`config.mk`:
```
export PLATFORM = sky130hd
export DESIGN_NAME = ucode_cpu
export DESIGN_NICKNAME = d
export VERILOG_FILES = /design/src/rtl/cpu_pkg.sv /design/src/rtl/cpu_useq.sv /design/src/rtl/cpu_ld_dec.sv /design/src/rtl/cpu_alu.sv /design/src/rtl/cpu_mem.sv /design/src/rtl/ucode_cpu.sv
export SDC_FILE = /design/constraint.sdc
export NUM_CORES = 1
export LEC_CHECK = 0
export BUFFER_PORTS_ARGS = -buffer_cell sky130_fd_sc_hd__clkbuf_2
export CORE_MARGIN = 5
export CORE_UTILIZATION = 55
export CTS_BUF_LIST = sky130_fd_sc_hd__clkbuf_4 sky130_fd_sc_hd__clkbuf_8 sky130_fd_sc_hd__clkbuf_16
export DETAILED_ROUTE_END_ITERATION = 10
export PLACE_DENSITY = 0.84
export SYNTH_ARGS = -nofsm -noshare
export SYNTH_HDL_FRONTEND = slang
export SYNTH_SLANG_ARGS = --single-unit
```
`constraint.sdc`:
```
create_clock -name clk_i -period 3.35 [get_ports clk_i]
set_clock_uncertainty 0.15 [all_clocks]
set_input_delay 0.335 -clock clk_i [delete_from_list [all_inputs] [get_ports clk_i]]
set_output_delay 0.335 -clock clk_i [all_outputs]
set_load 0.02 [all_outputs]
```
`src/rtl/cpu_pkg.sv`:
```
package cpu_pkg;
  localparam int CW_W = 24;

  typedef enum logic [2:0] {
    DST_A, DST_X, DST_T, DST_PCL, DST_PCH, DST_ARL, DST_ARH, DST_MEM
  } dst_e;
  typedef enum logic [1:0] {RS_X, RS_T, RS_MEM, RS_ZERO} rsel_e;
  typedef enum logic [1:0] {OP_PASS, OP_ADD, OP_AND, OP_OR} aop_e;
  typedef enum logic {BUS_MEM, BUS_ALU} bus_e;
  typedef enum logic {ADR_PC, ADR_AR} adr_e;

  typedef struct packed {
    logic [9:0] rsvd;
    logic       end_op;
    logic       halt;
    logic       ir_ld;
    logic       pc_inc;
    adr_e       addr_sel;
    bus_e       bus_sel;
    logic       ld_en;
    dst_e       dst;
    rsel_e      r_sel;
    aop_e       alu_op;
  } cw_t;

  localparam int OPC_NOP  = 0;
  localparam int OPC_JMP  = 1;
  localparam int OPC_HALT = 2;

  function automatic cw_t ucode_word(input int op, input int step);
    cw_t w;
    w = '0;
    if (step == 0) begin
      w.ir_ld  = 1'b1;
      w.pc_inc = 1'b1;
    end else if (op == OPC_JMP) begin
      case (step)
        1: begin w.ld_en = 1'b1; w.dst = DST_T;   w.pc_inc = 1'b1; end
        2: begin w.ld_en = 1'b1; w.dst = DST_PCH; w.pc_inc = 1'b1; end
        3: begin
          w.bus_sel = BUS_ALU; w.r_sel = RS_T; w.alu_op = OP_PASS;
          w.ld_en = 1'b1; w.dst = DST_PCL; w.end_op = 1'b1;
        end
        default: w.end_op = 1'b1;
      endcase
    end else if (op == OPC_HALT && step == 1) begin
      w.halt = 1'b1; w.bus_sel = BUS_ALU; w.r_sel = RS_ZERO; w.alu_op = OP_PASS;
    end else begin
      w.end_op = 1'b1;
    end
    return w;
  endfunction
endpackage

```
`src/rtl/cpu_useq.sv`:
```
module cpu_useq
  import cpu_pkg::*;
#(
  parameter int OP_W   = 2,
  parameter int STEP_W = 3
) (
  input  logic            clk_i,
  input  logic            rst_ni,
  input  logic [OP_W-1:0] op_i,
  output cw_t             cw_o,
  output logic            halted_o
);
  localparam int UA_W   = OP_W + STEP_W;
  localparam int UROM_N = 2 ** UA_W;

  cw_t urom [UROM_N];
  for (genvar g = 0; g < UROM_N; g++) begin : g_urom
    localparam int OPV = g / (2 ** STEP_W);
    localparam int STV = g % (2 ** STEP_W);
    assign urom[g] = ucode_word(OPV, STV);
  end

  logic [OP_W-1:0]   ir_q;
  logic [STEP_W-1:0] step_q;
  logic              halted_q;

  assign cw_o     = urom[{ir_q, step_q}];
  assign halted_o = halted_q;

  always_ff @(posedge clk_i or negedge rst_ni) begin
    if (!rst_ni) begin
      ir_q     <= '0;
      step_q   <= '0;
      halted_q <= 1'b0;
    end else if (!halted_q) begin
      if (cw_o.ir_ld) ir_q <= op_i;
      if (cw_o.halt)        halted_q <= 1'b1;
      else if (cw_o.end_op) step_q   <= '0;
      else                  step_q   <= step_q + 1'b1;
    end
  end
endmodule

```
`src/rtl/cpu_ld_dec.sv`:
```
module cpu_ld_dec #(
  parameter int DST_W = 3,
  localparam int N_DST = 2 ** DST_W
) (
  input  logic             en_i,
  input  logic [DST_W-1:0] dst_i,
  output logic [N_DST-1:0] ld_no
);
  for (genvar g = 0; g < N_DST; g++) begin : g_strobe
    assign ld_no[g] = !(en_i && (dst_i == DST_W'(g)));
  end
endmodule

```
`src/rtl/cpu_alu.sv`:
```
module cpu_alu
  import cpu_pkg::*;
#(
  parameter int DW = 8
) (
  input  logic [DW-1:0] a_i,
  input  logic [DW-1:0] x_i,
  input  logic [DW-1:0] t_i,
  input  logic [DW-1:0] mem_i,
  input  rsel_e         r_sel_i,
  input  aop_e          op_i,
  output logic [DW-1:0] y_o
);
  logic [DW-1:0] r;

  always_comb begin
    unique case (r_sel_i)
      RS_X:    r = x_i;
      RS_T:    r = t_i;
      RS_MEM:  r = mem_i;
      default: r = '0;
    endcase
  end

  always_comb begin
    unique case (op_i)
      OP_PASS: y_o = r;
      OP_ADD:  y_o = a_i + r;
      OP_AND:  y_o = a_i & r;
      default: y_o = a_i | r;
    endcase
  end
endmodule

```
`src/rtl/cpu_mem.sv`:
```
module cpu_mem #(
  parameter int DW        = 8,
  parameter int AW        = 16,
  parameter int ROM_DEPTH = 8,
  parameter int RAM_DEPTH = 16,
  parameter logic [DW*ROM_DEPTH-1:0] PROG = '0
) (
  input  logic          clk_i,
  input  logic          rst_ni,
  input  logic [AW-1:0] addr_i,
  input  logic          wr_ni,
  input  logic [DW-1:0] wdata_i,
  output logic [DW-1:0] rdata_o
);
  localparam int ROM_AW = $clog2(ROM_DEPTH);
  localparam int RAM_AW = $clog2(RAM_DEPTH);
  localparam int MAX_AW = (ROM_AW > RAM_AW) ? ROM_AW : RAM_AW;

  logic [DW-1:0] rom [ROM_DEPTH];
  logic [DW-1:0] ram [RAM_DEPTH];
  logic          rom_cs_n, ram_cs_n;
  logic          unused_hi;

  for (genvar g = 0; g < ROM_DEPTH; g++) begin : g_rom
    assign rom[g] = PROG[g*DW +: DW];
  end

  assign rom_cs_n  = addr_i[AW-1];
  assign ram_cs_n  = !addr_i[AW-1];
  assign unused_hi = ^addr_i[AW-2:MAX_AW];

  assign rdata_o = !rom_cs_n ? rom[addr_i[ROM_AW-1:0]] : ram[addr_i[RAM_AW-1:0]];

  always_ff @(posedge clk_i or negedge rst_ni) begin
    if (!rst_ni) begin
      for (int i = 0; i < RAM_DEPTH; i++) ram[i] <= '0;
    end else if (!wr_ni && !ram_cs_n) begin
      ram[addr_i[RAM_AW-1:0]] <= wdata_i;
    end
  end
endmodule

```
`src/rtl/ucode_cpu.sv`:
```
module ucode_cpu
  import cpu_pkg::*;
#(
  parameter int ROM_DEPTH = 8,
  parameter int RAM_DEPTH = 16,
  parameter logic [8*ROM_DEPTH-1:0] PROG = 64'h0000_0000_0101_0000
) (
  input  logic        clk_i,
  input  logic        rst_ni,
  output logic [15:0] addr_o,
  output logic [7:0]  data_o,
  output logic        halted_o
);
  localparam int DW     = 8;
  localparam int AW     = 16;
  localparam int OP_W   = 2;
  localparam int STEP_W = 3;
  localparam int DST_W  = 3;

  cw_t            cw;
  logic [7:0]     ld_n;
  logic [DW-1:0]  bus, alu_y, mem_rd;
  logic [DW-1:0]  a_q, x_q, t_q;
  logic [AW-1:0]  pc_q, ar_q, pc_nxt, ar_nxt;
  logic           unused_rsvd;

  assign unused_rsvd = ^cw.rsvd;

  cpu_useq #(.OP_W(OP_W), .STEP_W(STEP_W)) u_useq (
    .clk_i, .rst_ni, .op_i(bus[OP_W-1:0]), .cw_o(cw), .halted_o
  );

  cpu_ld_dec #(.DST_W(DST_W)) u_dec (
    .en_i(cw.ld_en), .dst_i(cw.dst), .ld_no(ld_n)
  );

  cpu_alu #(.DW(DW)) u_alu (
    .a_i(a_q), .x_i(x_q), .t_i(t_q), .mem_i(mem_rd),
    .r_sel_i(cw.r_sel), .op_i(cw.alu_op), .y_o(alu_y)
  );

  cpu_mem #(.DW(DW), .AW(AW), .ROM_DEPTH(ROM_DEPTH), .RAM_DEPTH(RAM_DEPTH), .PROG(PROG)) u_mem (
    .clk_i, .rst_ni, .addr_i(addr_o), .wr_ni(ld_n[DST_MEM]), .wdata_i(bus), .rdata_o(mem_rd)
  );

  assign addr_o = (cw.addr_sel == ADR_AR) ? ar_q : pc_q;
  assign bus    = (cw.bus_sel == BUS_ALU) ? alu_y : mem_rd;
  assign data_o = bus;

  always_comb begin
    pc_nxt = pc_q + {{(AW-1){1'b0}}, cw.pc_inc};
    if (!ld_n[DST_PCL]) pc_nxt[7:0]  = bus;
    if (!ld_n[DST_PCH]) pc_nxt[15:8] = bus;
    ar_nxt = ar_q;
    if (!ld_n[DST_ARL]) ar_nxt[7:0]  = bus;
    if (!ld_n[DST_ARH]) ar_nxt[15:8] = bus;
  end

  always_ff @(posedge clk_i or negedge rst_ni) begin
    if (!rst_ni) begin
      a_q  <= '0;
      x_q  <= '0;
      t_q  <= '0;
      pc_q <= '0;
      ar_q <= '0;
    end else begin
      if (!ld_n[DST_A]) a_q <= bus;
      if (!ld_n[DST_X]) x_q <= bus;
      if (!ld_n[DST_T]) t_q <= bus;
      pc_q <= pc_nxt;
      ar_q <= ar_nxt;
    end
  end
endmodule

```
==> results_dict.tcl, run 1 <==
set metrics [dict create \
    outcome "complete, no violations" \
    clock-sinks 158 \
    ys_seq_area_frac 0.504 \
    num-fill-cells 1011 \
    power_mw 3.80 \
    ys_ff_latch 158 \
    num_rows 43 \
    tns_ns 0 \
    synthArstFlopShare 1.00 \
    dpl.hpwl_mm 13.7 \
    finalInstanceArea_um2 8840 \
    synth_edf_count 0 \
    yosysMostFrequentCell "dfrtp_1" \
    first_global_vias 6209 \
    setup_viol 0 \
    groute.usage.overall 0.256 \
    yosys_warnings 0 \
    yosysTopAreaCell "dfrtp_1" \
    ios 27 \
    fin_crit_ns 3.28 \
    criticalPathCategory "flip-flop to output port" \
    min_path_type "primary input to asynchronous set/reset pin" \
    grt_pass1_wl_mm 33.2 \
    synth_top_cell_area_share 0.504 \
    place.gp.congestion 0.930 \
    instances_no_fill 964 \
    slew_violations 0 \
    max_freq_mhz 305 \
    antenna_found_initial 0 \
    synth_cells 734 \
    htreeDepth 4 \
    diodes 0 \
    area_growth_pct 12.7 \
    r2r_cells 7 \
    synth_common_cells "158 x dfrtp_1, 132 x nor2_1, 110 x a21oi_1" \
    numCtsBuffers 17 \
    grt_setup_unrepaired "false" \
    drt_iter0_drc 605 \
    num_vias 6085 \
    synth_area_um2 7840 \
    cts_tree "built" \
    yosys-top-cells-area "dfrtp_1 50%, mux2i_1 8.6%, a21oi_1 7.0%, nor2_1 6.3%, mux2_2 2.7%" \
    grt_max_degree 67 \
    clock_latency_ns 0.43 \
    r2r_slack_ns 0.33 \
    end_kind "output port" \
    drive_gt1_frac 0.226 \
    period_share 0.979 \
    clkTransAtPathRegs_ns 0.06 \
    arrival_ns 2.79 \
    maxCapViolCount 0 \
    drt-total-wl_mm 20.4 \
    reg2reg_to "u_mem.ram[50]$_DFFE_PN0P_" \
    grt_remaining_overflow 0 \
    coreArea_um2 13900 \
    final_core_util 0.634 \
    p_per_area_nw_per_um2 430 \
    relSlewSlack 0.456 \
    die-width_um 129 \
    firstDrtPassIters 5 \
    avgSynthCellArea_um2 10.7 \
    cts_buffer_depth 2 \
    drc_errors 0 \
    dpl_cell_area_um2 8230 \
    tightest_slew_ns 0.810 \
    finalWorstSetupSlack_ns 0.0714 \
    nNetsFinal 783 \
    leakage_nw 4.50 \
    hold_viol_final 0 \
    wl_per_cell_um 21.2 \
    pre_cts_slack_ns 0.402 \
    dieArea_um2 16700 \
    ir_worst_vdd_mv 0.301 \
    start_util 0.563 \
    critPathRequiredTime_ns 2.86 \
    portBuffers 26 \
    die_height_um 129 \
    cts_root_buffer "clkbuf_16" \
    r2r-start "u_useq.step_q[0]$_DFFE_PN0P_" \
    synth_cell_types 51 \
    placed_cells 929 \
    start_kind "flip-flop" \
    ant_nets 0 \
    via_per_inst 6.31 \
    hold_slack_ns 0.313 \
    synth_fp_nets 746 \
    dominantRegCellSynth "dfrtp_1" \
    worst-path-max-fanout 25 \
]
[sequential cells by signal, indices dropped and copies added, names as in the netlist]
register and flops:
pc_q 16, t_q 8, u_mem.ram 128, u_useq.halted_o 1
u_useq.ir_q 2, u_useq.step_q 3
[worst max path at each step]
stage	slack (ns)	depth (start not counted)	end	from
floorplan	0.63	9	data_o[1]	u_useq.step_q[0]$_DFFE_PN0P_
global placement	0.49	9	data_o[6]	u_useq.step_q[0]$_DFFE_PN0P_
detailed placement	0.40	7	u_mem.ram[22]$_DFFE_PN0P_	u_useq.step_q[0]$_DFFE_PN0P_
CTS	0.04	9	data_o[6]	u_useq.step_q[0]$_DFFE_PN0P_
global route	0.002	6	data_o[0]	pc_q[0]$_DFF_PN0_
finish	0.07	6	data_o[0]	pc_q[0]$_DFF_PN0_
[critical path, stage by stage, from the launching register on]
cell and delay, ns:
dfrtp_4 0.70, mux4_2 0.56, a22o_1 0.24, nor4_1 0.38
nor4_2 0.11, or2_1 0.22, clkbuf_2 0.16
[kinds of logic (layout without fill, tap and decap cells)]
logic type      Yosys count  count (layout)  share of synthesized area
simple gates            231             231                      0.169
fa+ha+maj                10              10                     0.0160
compound gates          175             175                      0.135
flops                   158             158                      0.504
mux                      88              88                      0.119
xor+xnor                 15              15                     0.0167
buf+inv                  57             107                     0.0400
[layer usage]
metal | part of all wire | up-vias | routed length [um] | GRT usage
li1 | - | 2667 | - | -
met1 | 0.41 | 3051 | 8340 | 0.338
met2 | 0.48 | 303 | 9840 | 0.407
met3 | 0.077 | 64 | 1580 | 0.0606
met4 | 0.033 | 0 | 674 | 0.115
met5 | 0 | - | 0 | 0
[layout by cell type, fill, tap and decap left out, types with 4 or more instances in the layout]
cell	Yosys	routed
clkinv_2	0	6
a21oi_1	110	110
clkbuf_2	0	25
clkbuf_16	0	17
nor4_4	4	4
dfrtp_1	158	157
and3_1	4	4
a32o_1	6	6
a21oi_2	18	18
nor3_1	5	5
xor2_1	10	10
a31oi_2	0	5
mux2i_1	67	67
nor2_1	132	132
nand2b_1	4	4
a22oi_1	28	28
ha_1	10	10
inv_1	14	14
o21ai_0	5	5
xnor2_1	5	5
nand3_1	14	14
nor3_2	7	6
nor3_4	9	10
nand2_1	16	16
nor2_2	5	5
buf_4	7	31
mux2_2	19	19
[power by group]
group          internal [mW]  switching (mW)  total, mW
sequential              1.91               0       1.91
combinational        0.00504          0.0373     0.0423
clock                   1.08           0.765       1.85
[cell type report]
type                            count  area [um2]  share of cell area
Clock buffer                       21         474              0.0537
Tap cell                          180         225              0.0255
Inverter                           14        52.6             0.00595
Multi-Input combinational cell    519        3610               0.409
Clock inverter                     11        91.3              0.0103
Timing Repair Buffer               61         422              0.0477
Sequential cell                   158        3960               0.448
[what timing repair did]
item,CTS,global route
endpoints found under the hold margin,57,0
setup buffers,0,2
pin swaps,0,1
hold buffers,1,0
endpoints found under the setup margin,1,7
gates resized for setup,1,3
No activity file was read; power rests on OpenSTA's default activity.
==> run 2, diff against run 1 <==
Settings changed: BUFFER_PORTS_ARGS -buffer_cell sky130_fd_sc_hd__clkbuf_2 to -buffer_cell sky130_fd_sc_hd__buf_2.
==> results_dict.tcl, run 2 (same netlist as run 1, synthesis figures left out) <==
set metrics [dict create \
    num_rows 43 \
    crit_buf_inv 3 \
    numCtsBuffers 17 \
    dpl.hpwl_mm 13.4 \
    clock_latency_ns 0.42 \
    via_per_inst 6.26 \
    setup_viol 0 \
    worst-path-max-fanout 7 \
    slowest_stage "dfrtp_1" \
    coreArea_um2 13900 \
    drc_errors 0 \
    start_util 0.563 \
    internal_power_mw 2.95 \
    sw_frac_of_total 0.209 \
    drive_gt1_frac 0.229 \
    cp_slowest_stage_delay_ns 0.44 \
    layout_commonest_cell "dfrtp_1" \
    num_vias 6053 \
    fin_crit_ns 3.22 \
    ir_worst_vdd_mv 0.363 \
    arrival_ns 2.73 \
    tns_ns 0 \
    final_core_util 0.635 \
    clkTransAtPathRegs_ns 0.06 \
    crit_top_cell "ha_1" \
    min_path_type "flip-flop to flip-flop" \
    maxCapViolCount 0 \
    cts_root_buffer "clkbuf_16" \
    crit_family "simple AND/OR/NAND/NOR gates" \
    outcome "complete, no violations" \
    clock-sinks 158 \
    r2r_slack_ns 0.33 \
    wl_per_cell_um 20.9 \
    max_freq_mhz 311 \
    grt_setup_unrepaired "false" \
    criticalPathCategory "flip-flop to output port" \
    clockPowerShare 0.477 \
    num-fill-cells 1058 \
    dpl_cell_area_um2 8250 \
    diodes 0 \
    die_height_um 129 \
    cts_tree "built" \
    die-width_um 129 \
    p_per_area_nw_per_um2 422 \
    slew_violations 0 \
    portBuffers 26 \
    largest_reg_flops 128 \
    top_regs "u_mem.ram x128, pc_q x16, t_q x8" \
    firstDrtPassIters 5 \
    drt_iter0_drc 482 \
    relSlewSlack 0.474 \
    tightest_slew_ns 0.782 \
    pwr-share-comb 0.011 \
    ios 27 \
    grt_remaining_overflow 0 \
    power_frac_seq 0.512 \
    place.gp.congestion 0.907 \
    p_sw_mw 0.781 \
    cts_buffer_depth 2 \
    htreeDepth 4 \
    leakage_nw 4.52 \
    critPathRequiredTime_ns 2.86 \
    nNetsFinal 787 \
    area_growth_pct 12.8 \
    start_kind "flip-flop" \
    first_global_vias 6122 \
    antenna_found_initial 0 \
    finalInstanceArea_um2 8850 \
    hold_viol_final 0 \
    groute.usage.overall 0.254 \
    end_kind "output port" \
    dieArea_um2 16700 \
    grt_pass1_wl_mm 32.7 \
    layout_common_cells "157 x dfrtp_1, 132 x nor2_1, 110 x a21oi_1" \
    ant_nets 0 \
    period_share 0.960 \
    worstPathCellList "ha_1 -> ha_1 -> and3b_2 -> nor4b_4 -> buf_4 -> nand3_1 -> and3_1 -> inv_1 -> buf_2" \
    largest_register "u_mem.ram" \
    drt-total-wl_mm 20.2 \
    grt_max_degree 82 \
]
==> run 2: metal layers <==
| layer | share of wire | vias to the layer above | global-route usage |
|---|---|---|---|
| li1 | - | 2667 | - |
| met1 | 0.42 | 3068 | 0.348 |
| met2 | 0.48 | 274 | 0.397 |
| met3 | 0.073 | 44 | 0.0635 |
| met4 | 0.027 | 0 | 0.0923 |
| met5 | 0 | - | 0 |
==> run 2: power groups by stage <==
stage                     Sequential, mW  Clock, mW  Combinational (mW)
after floorplan                     1.94          0          0.00000189
final                               1.91       1.78              0.0418
after global routing                1.91       1.90              0.0505
after CTS                           1.91       1.81              0.0444
after global placement              1.94          0              0.0411
after detailed placement            1.94          0              0.0430
==> run 2: what timing repair did <==
action	CTS	global route
hold endpoints to repair	79	0
setup endpoints to repair	1	3
buffers inserted	0	3
hold buffers	1	0
cloned	0	1
resized for setup	1	2
==> run 2: final cells by class <==
class                   instances  area (um2)  area share
flip-flops and latches        158        3960       0.447
multi-input cells             520        3630       0.410
clock buffers                  20         448      0.0506
repair buffers                 64         437      0.0494
well taps                     180         225      0.0255
clock inverters                11        96.3      0.0109
inverters                      14        52.6     0.00594
==> run 2: worst paths after layout <==
check | from | endpoint | depth (start not counted)
hold / removal | u_mem.ram[40]$_DFFE_PN0P_ | u_mem.ram[40]$_DFFE_PN0P_ | 1
max in group asynchronous | rst_ni | pc_q[0]$_DFF_PN0_ | 3
setup / recovery | u_useq.step_q[0]$_DFFE_PN0P_ | data_o[6] | 9
min in group asynchronous | rst_ni | u_mem.ram[4]$_DFFE_PN0P_ | 2
setup reg to reg | u_useq.step_q[0]$_DFFE_PN0P_ | u_mem.ram[104]$_DFFE_PN0P_ | 6
hold reg to reg | u_mem.ram[40]$_DFFE_PN0P_ | u_mem.ram[40]$_DFFE_PN0P_ | 1
==> run 2: per-stage QoR <==
stage / power, mW / hold WS [ns] / std cells / setup slack, ns
floorplan: 1.94 / -0.111 / 734 / 0.630
global placement: 1.98 / 0.263 / 931 / 0.526
detailed placement: 1.99 / 0.287 / 931 / 0.385
CTS: 3.76 / 0.359 / 963 / 0.0706
global route: 3.86 / 0.382 / 967 / 0.0119
finish: 3.73 / 0.359 / 967 / 0.134
==> run 2: worst reg2reg max path, cell delays in order (launching register included) <==
cell and delay, ns:
dfrtp_1 0.44, inv_1 0.14, ha_1 0.28, nor4b_4 0.40, nand3_4 0.47, nor4_4 0.62, mux2_2 0.41
==> run 3, diff against run 2 <==
Settings changed: ABC_AREA from default to 1.
==> results_dict.tcl, run 3 <==
set metrics [dict create \
    diodes 0 \
    hold_slack_ns 0.332 \
    finalInstanceArea_um2 9220 \
    synth_cell_types 30 \
    first_global_vias 7309 \
    firstDrtPassIters 5 \
    drive_gt1_frac 0.111 \
    hold_viol_final 0 \
    cts_setup_buffers 0 \
    critPathRequiredTime_ns 2.86 \
    htreeDepth 4 \
    dpl_cell_area_um2 8610 \
    ios 27 \
    worst-path-max-fanout 7 \
    clock-sinks 158 \
    cts_buffer_depth 2 \
    ys_seq_area_frac 0.482 \
    synthAdderAreaFrac 0.0152 \
    largest_register "u_mem.ram" \
    top_regs "u_mem.ram x128, pc_q x16, t_q x8" \
    start_kind "flip-flop" \
    cts_tree "built" \
    avgSynthCellArea_um2 7.22 \
    largest_reg_flops 128 \
    cts_root_buffer "clkbuf_16" \
    tightest_slew_ns 0.705 \
    groute.usage.overall 0.268 \
    power_mw 3.94 \
    maxCapViolCount 0 \
    synth_top_family_by_area "simple AND/OR/NAND/NOR gates" \
    synth_area_um2 8210 \
    yosysTopAreaCell "dfrtp_1" \
    coreArea_um2 14600 \
    die_height_um 132 \
    dpl.hpwl_mm 14.8 \
    arrival_ns 2.60 \
    yosysMostFrequentCell "nand2_1" \
    portBuffers 26 \
    start_util 0.563 \
    antenna_found_initial 0 \
    placed_cells 1333 \
    via_per_inst 5.46 \
    grt_max_degree 76 \
    place.gp.congestion 0.914 \
    nNetsFinal 1181 \
    num_vias 7464 \
    layout_common_cells "752 x nand2_1, 158 x dfrtp_1, 30 x nand3_1" \
    synthArstFlopShare 1.00 \
    drt-total-wl_mm 22.8 \
    synth_edf_count 0 \
    wl_per_cell_um 16.7 \
    grt_setup_unrepaired "false" \
    yosys_warnings 0 \
    ys_ff_latch 158 \
    synth_cells 1136 \
    outcome "complete, no violations" \
    synth_top_cell_area_share 0.482 \
    grt_pass1_wl_mm 37.7 \
    setup_viol 0 \
    synthSimpleGateAreaFrac 0.433 \
    layout_commonest_cell "nand2_1" \
    ir_worst_vdd_mv 0.396 \
    area_growth_pct 12.3 \
    num_rows 44 \
    instances_no_fill 1366 \
    period_share 0.921 \
    tns_ns 0 \
    min_path_type "flip-flop to flip-flop" \
    drt_iter0_drc 837 \
    clkTransAtPathRegs_ns 0.06 \
    grt_remaining_overflow 0 \
    clock_latency_ns 0.44 \
    synth_compound_area_frac 0.0203 \
    yosys-top-cells-area "dfrtp_1 48%, nand2_1 34%, nand2_4 2.7%, nor2_4 2.2%, nand3_1 1.8%" \
    numCtsBuffers 17 \
    leakage_nw 5.47 \
    synth_common_cells "752 x nand2_1, 158 x dfrtp_1, 30 x nand3_1" \
    criticalPathCategory "flip-flop to output port" \
    drc_errors 0 \
    dominantRegCellSynth "dfrtp_1" \
    fin_crit_ns 3.09 \
    slew_violations 0 \
    dieArea_um2 17500 \
    synth_fp_nets 1148 \
    p_per_area_nw_per_um2 427 \
    max_freq_mhz 324 \
    muxShareOfSynthArea 0 \
    relSlewSlack 0.530 \
    synth_xor_area_frac 0.0107 \
    die-width_um 132 \
    end_kind "output port" \
    ant_nets 0 \
]
[run 3: cell types whose count changed after synthesis, sizes merged, moves of 6 or more]
cell	before	now
nor3	21	5
nand3	15	30
o21ai	5	21
nor4	9	1
a32o	6	0
mux2i	67	0
inv	14	36
nand2	17	774
buf	36	26
a21oi	128	8
a22oi	28	0
nor2	137	38
mux2	19	0
[run 3: routing by layer]
| metal | track usage | routed length (um) | vias up |
|---|---|---|---|
| met4 | 0.115 | 776 | 0 |
| met3 | 0.0721 | 2220 | 67 |
| met5 | 0 | 0 | - |
| met1 | 0.366 | 9260 | 3502 |
| met2 | 0.403 | 10500 | 382 |
| li1 | - | - | 3513 |
[run 3: critical path, cell delays in order (launching register included)]
cell,delay [ns]
dfrtp_1,0.40
ha_1,0.23
ha_1,0.23
nand2_1,0.13
nand2_1,0.08
nor2_1,0.45
o21ai_1,0.14
nand2_1,0.28
buf_2,0.24
[run 3: cell families (layout without fill, tap and decap cells)]
kind of cell	Yosys count	count (layout)
and+or+nand+nor	852	852
DFF	158	158
buffers and inverters	74	120
AOI/OAI and AO/OA	32	32
adders and majority gates	10	10
xor gates and xnor gates	10	10
[run 3: power breakdown]
part	switching, mW	internal (mW)	total [mW]
Clock	0.776	1.21	1.99
Combinational	0.0369	0.00503	0.0419
Sequential	0	1.91	1.91
Total	0.812	3.12	3.94
[run 3: final cells by class]
| class | instances | area (um2) |
|---|---|---|
| Fill cell | 1188 | 5370 |
| Clock buffer | 21 | 462 |
| Tap cell | 184 | 230 |
| Inverter | 37 | 149 |
| Timing Repair Buffer | 51 | 352 |
| Clock inverter | 11 | 140 |
| Sequential cell | 158 | 3950 |
| Multi-Input combinational cell | 904 | 3930 |
[run 3: timing repair]
action | in CTS | in global routing
hold buffers | 1 | 0
gates resized for setup | 0 | 0
hold endpoints to repair | 73 | 0
[run 3: worst paths after layout]
kind                                               to  cells past startpoint  slack (ns)                    startpoint
hold reg to reg            u_mem.ram[115]$_DFFE_PN0P_                      2        0.33    u_mem.ram[115]$_DFFE_PN0P_
hold / removal             u_mem.ram[115]$_DFFE_PN0P_                      2        0.33    u_mem.ram[115]$_DFFE_PN0P_
setup reg to reg                   pc_q[15]$_DFF_PN0_                     14        0.57  u_useq.step_q[0]$_DFFE_PN0P_
setup / recovery                            data_o[7]                      8        0.26  u_useq.step_q[0]$_DFFE_PN0P_
max in group asynchronous   u_mem.ram[73]$_DFFE_PN0P_                      3        1.87                        rst_ni
min in group asynchronous          pc_q[10]$_DFF_PN0_                      2        0.36                        rst_ni
[run 3: per-stage QoR]
| stage | worst slack, ns | utilization |
|---|---|---|
| CTS | 0.340 | 0.632 |
| global route | 0.189 | 0.632 |
| detailed placement | 0.688 | 0.590 |
| global placement | 0.823 | 0.590 |
| floorplan | 0.987 | - |
| finish | 0.263 | 0.632 |
